`src/rtl/seq_pkg.sv`:
```
package seq_pkg;
  localparam int ST_BIT0    = 0;
  localparam int ST_MSB     = 1;
  localparam int ST_LOAD    = 2;
  localparam int ST_WRITE   = 3;
  localparam int ST_PULSE   = 4;
  localparam int ST_BIT5    = 5;
  localparam int ST_WLINE   = 7;

  typedef enum logic [1:0] {
    CTL_LOAD_OFF  = 2'd0,
    CTL_LOAD_ON   = 2'd1,
    CTL_WRITE_OFF = 2'd2,
    CTL_WRITE_ON  = 2'd3
  } ctl_code_e;
endpackage

```
`src/rtl/seq_prog_ram.sv`:
```
module seq_prog_ram #(
  parameter int AW = 8,
  parameter int DW = 8
) (
  input  logic          clk,
  input  logic          we,
  input  logic [AW-1:0] waddr,
  input  logic [DW-1:0] wdata,
  input  logic [AW-1:0] raddr,
  output logic [DW-1:0] rdata
);
  localparam int DEPTH = 1 << AW;

  logic [DW-1:0] mem [DEPTH];

  always_ff @(posedge clk) begin
    if (we) mem[waddr] <= wdata;
  end

  // combinational read: the fetch address depends on this cycle's status
  assign rdata = mem[raddr];
endmodule

```
`src/rtl/seq_data_alu.sv`:
```
module seq_data_alu #(
  parameter int DW = 8
) (
  input  logic [3:0]    code,
  input  logic [DW-1:0] cur,
  input  logic          wp,
  input  logic [DW-1:0] host_byte,
  output logic [DW-1:0] nxt
);
  always_comb begin
    if (!code[3]) begin
      nxt = '0;
    end else begin
      unique case (code[1:0])
        2'b00: nxt = cur;
        2'b01: nxt = {cur[DW-2:0], code[2]};
        2'b10: nxt = {wp, cur[DW-1:1]};
        default: nxt = host_byte;
      endcase
    end
  end
endmodule

```
`src/rtl/seq_wline.sv`:
```
module seq_wline #(
  parameter int EVT_MAX = 32
) (
  input  logic                         clk,
  input  logic                         rst,
  input  logic                         start,
  input  logic                         step,
  input  logic                         target,
  input  logic                         flush,
  output logic                         wl_o,
  output logic                         evt_o,
  output logic [$clog2(EVT_MAX+1)-1:0] cnt_o
);
  localparam int CNT_W = $clog2(EVT_MAX+1);
  localparam logic [CNT_W-1:0] CAP = CNT_W'(EVT_MAX);

  logic toggle;
  assign toggle = step && (wl_o != target);

  always_ff @(posedge clk) begin
    if (rst) begin
      wl_o  <= 1'b0;
      evt_o <= 1'b0;
      cnt_o <= '0;
    end else if (start) begin
      wl_o  <= 1'b0;
      evt_o <= 1'b0;
      cnt_o <= '0;
    end else begin
      evt_o <= toggle;
      if (toggle) wl_o <= ~wl_o;
      if (flush)
        cnt_o <= toggle ? CNT_W'(1) : '0;
      else if (toggle && cnt_o < CAP)
        cnt_o <= cnt_o + 1'b1;
    end
  end

  assert_count_capped_R12: assert property (@(posedge clk) disable iff (rst)
    cnt_o <= CAP);

  assert_event_marks_change_R8: assert property (@(posedge clk) disable iff (rst)
    (step && !start && !flush && wl_o != target && cnt_o < CAP) |=> (evt_o && cnt_o == $past(cnt_o) + 1'b1));
endmodule

```
`src/rtl/disk_seq_top.sv`:
```
module disk_seq_top #(
  parameter int AW      = 8,
  parameter int DW      = 8,
  parameter int EVT_MAX = 32
) (
  input  logic                         clk,
  input  logic                         rst,
  input  logic                         enable_i,
  input  logic                         rd_pulse_i,
  input  logic                         wp_i,
  input  logic                         cpu_wr_i,
  input  logic [DW-1:0]                cpu_wdata_i,
  input  logic                         cpu_rd_i,
  input  logic                         cpu_rd_odd_i,
  input  logic                         ctl_valid_i,
  input  logic [1:0]                   ctl_sel_i,
  input  logic                         prog_we_i,
  input  logic [AW-1:0]                prog_addr_i,
  input  logic [DW-1:0]                prog_data_i,
  input  logic                         evt_flush_i,
  output logic [DW-1:0]                data_o,
  output logic [DW-1:0]                rd_data_o,
  output logic [AW-1:0]                addr_o,
  output logic                         wl_o,
  output logic                         wl_evt_o,
  output logic [$clog2(EVT_MAX+1)-1:0] evt_count_o
);
  import seq_pkg::*;

  logic [AW-1:0] state_q;
  logic [DW-1:0] data_q, host_q;
  logic          en_q, pulse_q;
  logic          start, step, edge_seen;
  logic [AW-1:0] fetch_addr, state_step;
  logic [DW-1:0] fetched, data_nxt;
  logic          load_n, write_n;

  assign start     = enable_i && !en_q;
  assign step      = enable_i && en_q;
  assign edge_seen = rd_pulse_i && !pulse_q;

  always_comb begin
    fetch_addr           = state_q;
    fetch_addr[ST_PULSE] = ~edge_seen;
  end

  always_comb begin
    load_n  = state_q[ST_LOAD];
    write_n = state_q[ST_WRITE];
    if (ctl_valid_i) begin
      unique case (ctl_code_e'(ctl_sel_i))
        CTL_LOAD_OFF:  load_n  = 1'b0;
        CTL_LOAD_ON:   load_n  = 1'b1;
        CTL_WRITE_OFF: write_n = 1'b0;
        default:       write_n = 1'b1;
      endcase
    end
  end

  seq_prog_ram #(.AW(AW), .DW(DW)) u_ram (
    .clk   (clk),
    .we    (prog_we_i),
    .waddr (prog_addr_i),
    .wdata (prog_data_i),
    .raddr (fetch_addr),
    .rdata (fetched)
  );

  seq_data_alu #(.DW(DW)) u_alu (
    .code      (fetched[3:0]),
    .cur       (data_q),
    .wp        (wp_i),
    .host_byte (host_q),
    .nxt       (data_nxt)
  );

  always_comb begin
    state_step           = state_q;
    state_step[7:6]      = fetched[7:6];
    state_step[ST_BIT5]  = fetched[4];
    state_step[ST_PULSE] = ~edge_seen;
    state_step[ST_WRITE] = write_n;
    state_step[ST_LOAD]  = load_n;
    state_step[ST_MSB]   = data_nxt[DW-1];
    state_step[ST_BIT0]  = fetched[5];
  end

  seq_wline #(.EVT_MAX(EVT_MAX)) u_wline (
    .clk    (clk),
    .rst    (rst),
    .start  (start),
    .step   (step),
    .target (state_step[ST_WLINE]),
    .flush  (evt_flush_i),
    .wl_o   (wl_o),
    .evt_o  (wl_evt_o),
    .cnt_o  (evt_count_o)
  );

  always_ff @(posedge clk) begin
    if (rst) begin
      state_q   <= '0;
      data_q    <= '0;
      host_q    <= '0;
      en_q      <= 1'b0;
      pulse_q   <= 1'b0;
      rd_data_o <= '0;
    end else begin
      en_q    <= enable_i;
      pulse_q <= rd_pulse_i;
      if (cpu_wr_i) host_q <= cpu_wdata_i;
      if (cpu_rd_i) rd_data_o <= cpu_rd_odd_i ? '1 : data_q;
      if (start) begin
        data_q       <= '0;
        state_q[3:1] <= 3'b000;
      end else if (step) begin
        data_q  <= data_nxt;
        state_q <= state_step;
      end else begin
        state_q[ST_WRITE] <= write_n;
        state_q[ST_LOAD]  <= load_n;
      end
    end
  end

  assign data_o = data_q;
  assign addr_o = state_q;

  assert_msb_mirror_R2: assert property (@(posedge clk) disable iff (rst)
    step |=> (addr_o[ST_MSB] == data_o[DW-1]));

  assert_pulse_single_R7: assert property (@(posedge clk) disable iff (rst)
    (step && rd_pulse_i && pulse_q) |=> addr_o[ST_PULSE]);

  assert_line_follows_R8: assert property (@(posedge clk) disable iff (rst)
    (step && !start) |=> (wl_o == addr_o[ST_WLINE]));

  assert_odd_read_R10: assert property (@(posedge clk) disable iff (rst)
    (cpu_rd_i && cpu_rd_odd_i) |=> (rd_data_o == '1));

  assert_start_clear_R11: assert property (@(posedge clk) disable iff (rst)
    start |=> (data_o == '0 && addr_o[3:1] == 3'b000 && !wl_o));

  assert_idle_hold_R13: assert property (@(posedge clk) disable iff (rst)
    (!enable_i && !ctl_valid_i) |=> ($stable(addr_o) && $stable(data_o)));
endmodule

```
`config.mk`:
```
export PLATFORM = sky130hd
export DESIGN_NAME = disk_seq_top
export DESIGN_NICKNAME = d
export VERILOG_FILES = /design/src/rtl/seq_pkg.sv /design/src/rtl/seq_prog_ram.sv /design/src/rtl/seq_data_alu.sv /design/src/rtl/seq_wline.sv /design/src/rtl/disk_seq_top.sv
export SDC_FILE = /design/constraint.sdc
export NUM_CORES = 2
export LEC_CHECK = 0
export CAP_MARGIN = 0
export CORE_UTILIZATION = 40
export DETAILED_ROUTE_END_ITERATION = 10
export PLACE_DENSITY_LB_ADDON = 0.2
export SLEW_MARGIN = 20
export SYNTH_ARGS = -nofsm -noshare
export SYNTH_HDL_FRONTEND = slang
export SYNTH_SLANG_ARGS = --single-unit
```
`constraint.sdc`:
```
create_clock -name clk -period 4 [get_ports clk]
set_input_delay 0.4 -clock clk [delete_from_list [all_inputs] [get_ports clk]]
set_output_delay 0.4 -clock clk [all_outputs]
set_load 0.01 [all_outputs]
```
==> results summary <==
The max-capacitance violation count came out at 0. The cell accounting for the most synthesized area is sky130_fd_sc_hd__edfxtp_1. The tightest min-delay check is of the in2reg type. The vertical die dimension is 452 um. The root buffer cell chosen for the clock tree is sky130_fd_sc_hd__clkbuf_16.

The first-pass GRT wire length came out at 310000 um. Setup repair after global routing could not meet its margin everywhere. The relative slew slack is 24.0%. The total power came out at 45000 uW. The clock transition at the register clock pins on the worst setup and hold paths after CTS came out at 0.06 ns.

Summed over all layers, the routed wires come to 219000 um. The largest net degree at the start of global routing is 121. The max-slew violation total from the final report is 0. The number of global-route vias before repair came out at 40500. In the post-synthesis netlist, the biggest area contributors are sky130_fd_sc_hd__edfxtp_1, sky130_fd_sc_hd__mux4_2, sky130_fd_sc_hd__nor2_1, sky130_fd_sc_hd__dfxtp_1, sky130_fd_sc_hd__mux2i_1.

The depth of the CTS H-tree is 4. When the netlist entered floorplanning its net count stood at 3673. The required time reported for the critical path endpoint is 4.76 ns. The worst setup margin came out at -0.0692 ns. The cell area after technology mapping is 81100 um^2. The met2 usage in global routing is 34.9%. The detail-routed via count per cell is 5.68. The transition time at the pin with the least slew margin is 1.14 ns. The total of warnings raised by yosys is 0.

After technology mapping, the gate count stands at 3632. Data arrives at the worst endpoint at 4.83 ns. The analysis attributes to cell leakage a power of 0.0294 uW.

Setup violations remaining at the end of the flow were counted as 8. The mean instance size in the synthesized netlist is 22.3 um^2. CTS saw 2089 sinks. The initialized floorplan defines 164 standard-cell rows. The proportion of synthesized chip area in sequential cells is 76.8%. The hold violation total from the final report came out at 0.

The share of the synthesized area in the top cell type came out at 75.8%. The horizontal die dimension is 452 um. The post-synthesis async set-or-reset flop share is 0%. The setup path with the least slack is of type reg2reg. Counting stages on the worst path, the most repeated cell is sky130_fd_sc_hd__mux4_2. The final period demand of the worst path came out at 4.07 ns. In the final routed layout, each cell accounts on average for 31.1 um. The sum of negative setup slack is -0.433 ns. Yosys instantiated no cell more often than sky130_fd_sc_hd__edfxtp_1. The buffer depth of the longest clock path is 3. The number of buffers inserted for hold repair after clock tree synthesis came out at 0.

The worst register-to-register path begins at addr_o[0]. The global routing met1 resource utilization came out at 30.5%. In this run, synthesis produced a sequential element count of 2089. The global-route usage over all layers is 21.5%.

The commonest cells after synthesis are sky130_fd_sc_hd__edfxtp_1, sky130_fd_sc_hd__mux4_2, sky130_fd_sc_hd__nor2_1. Once detail routing completed, the nets flagged for antenna violations numbered 0. The detailed-route DRC error count came out at 0. The first detailed-routing pass ran for 5 iterations.

The count of flip-flops with a built-in enable after synthesis came out at 2048. In this run the register-to-register setup slack is -0.07 ns. The maximum fanout encountered on the critical timing path came out at 8. The worst setup path startpoint is addr_o[0].

The area growth from synthesis to layout is 17.4%. Clock skew on the completed layout was measured at 0.0378 ns. Pin placement for this block handled 69 I/O pins. The largest stage delay on the critical path is 0.61 ns. The routability-driven placement congestion ratio came out at 0.828. The sort of element at the start of the critical path is a flop. The kind of cell with the highest combined delay along the critical path is multiplexers. The checks that failed: setup timing. Together, buffers and inverters on the worst path number 7.

The number of nets in the finished design came out at 4236. The initial antenna violation count came out at 10. The startpoint of the most critical hold path is prog_data_i[0]. The area inside the core boundary is 201000 um^2.

The share of cells above drive strength 1 is 33.5%. The routed layout has 39900 vias. The TritonCTS buffer count came out at 209.

The remaining global-route overflow came out at 0. The met3 track utilization from global routing is 3.21%. TritonCTS built the clock tree. The portion of the clock cycle consumed by the worst path in the final layout is 102%. Traced cell by cell, the critical path runs through buf_12 > buf_12 > buf_16 > buf_6 > mux4_2 > mux4_2 > mux4_2 > mux4_2 > inv_2 > ha_4 > inv_2 > o32ai_4 > buf_12 > nand2_1 > o21ai_1. The number of violations reported at the end of detailed-routing iteration 0 is 4424. In this run the tool buffered the top-level ports with 68 buffer cells. The floorplan step defined a die boundary enclosing 205000 um^2.

The maximum clock rate came out at 246 MHz. The flow ran to the end, but the final reports show violations. The number of different library cells used by synthesis comes to 56. At the later pin of the worst-skew pair, clock insertion delay measures 0.85 ns. The worst-case vdd ir drop is 0.411 mV. The initial core utilization came out at 40.4%. The global routing stage identified its most utilized layer as met2. The half-perimeter wire length of the detailed placement result is 138000 um. STA classifies the critical path endpoint as a flop. The power per cell area is 472 nW/um^2.

The most used flip-flop cell after synthesis is sky130_fd_sc_hd__edfxtp_1. The slowest stage of the critical path is the sky130_fd_sc_hd__mux4_2 cell.
what timing repair did:
action | in CTS | in global routing
pin swaps | 8 | 6
setup endpoints to repair | 11 | 13
cloned | 2 | 1
gates resized for setup | 37 | 7
buffers inserted | 11 | 4
worst paths after layout:
check,endpoint,depth (start not counted)
worst max register to register,data_o[5],15
worst min register to register,rd_data_o[0],2
worst min-delay path,u_ram.mem[50][0],1
worst max-delay path,data_o[5],15
cells in the final DEF (no fill, tap or decap), drive strengths merged, types with 3 or more instances in the layout:
cell type      count
clkinvlp           7
mux2               5
nor3              11
clkdlybuf4s50     60
nand2             82
nand4             12
diode              3
a31oi              4
nand2b             4
a31o               3
mux4             621
dfxtp             41
buf              507
a21oi             17
a211oi            12
clkbuf           257
or3                4
mux2i             59
nor2             313
nor2b             13
a22oi             35
a22o               3
ha                 4
inv               16
edfxtp          2048
nand3             43
o211ai             6
and2               5
o21ai             18
o22ai              3
clkinv           114
bufinv            13
metrics by stage:
stage	setup slack, ns	utilization (%)	hold WS, ns	instance area (um^2)	cells
4_1_cts	-0.0260	47.4	0.0866	95200	7024
3_5_place_dp	-0.612	44.0	0.489	88300	6623
5_1_grt	-0.127	47.5	0.121	95300	7031
3_3_place_gp	-0.572	44.0	0.483	88300	6623
2_1_floorplan	0.00497	-	0.455	81200	3632
6_report	-0.0692	47.5	0.116	95300	7031
layer usage:
layer	vias to the layer above	wire (um)
li1	16400	-
met1	21800	93700
met2	1424	107000
met3	265	13200
met4	2	4700
met5	-	20
worst register-to-register path, stage by stage, from the launching register on:
cell                      delay [ns]
sky130_fd_sc_hd__dfxtp_4        0.37
sky130_fd_sc_hd__buf_12         0.14
sky130_fd_sc_hd__buf_12         0.13
sky130_fd_sc_hd__buf_16         0.13
sky130_fd_sc_hd__buf_6          0.12
sky130_fd_sc_hd__mux4_2         0.48
sky130_fd_sc_hd__mux4_2         0.58
sky130_fd_sc_hd__mux4_2         0.56
sky130_fd_sc_hd__mux4_2         0.62
sky130_fd_sc_hd__inv_2          0.14
sky130_fd_sc_hd__ha_4           0.14
sky130_fd_sc_hd__inv_2          0.04
sky130_fd_sc_hd__o32ai_4        0.24
sky130_fd_sc_hd__buf_12         0.16
sky130_fd_sc_hd__nand2_1        0.05
sky130_fd_sc_hd__o21ai_1        0.08
where the power goes:
group | leakage [uW] | switching (uW) | internal [uW]
Clock | 0.00320 | 8360 | 10500
Combinational | 0.00747 | 1240 | 811
Sequential | 0.0187 | 37.7 | 24100
Total | 0.0294 | 9640 | 35400
area by class of cell:
type	count	area, um^2
sequential	2089	62300
clock buffer	248	5400
antenna	3	7.51
multi-input combinational	1309	17700
timing repair buffer	576	5290
fill	16500	105000
inverter	10	38.8
clock inverter	140	1160
tap	2656	3320
registers in the layout, indices dropped and copies added (netlist names):
| register | count |
|---|---|
| u_wline.wl_o | 1 |
| host_q | 8 |
| data_o | 7 |
| u_ram.mem | 2048 |
| pulse_q | 1 |
| addr_o | 8 |
| en_q | 1 |
| u_wline.evt_o | 1 |
| rd_data_o | 8 |
| u_wline.cnt_o | 6 |
logic make-up after synthesis:
family | synth area share [%]
AO/OA/AOI/OAI | 1.05
XOR/XNOR | 0.0108
adder cells (fa/ha/maj) | 0.0617
buffers and inverters | 1.48
flip-flops | 76.8
multiplexers | 18.0
AND/OR/NAND/NOR | 2.55
Note: power is estimated with default switching activity, not from simulation.
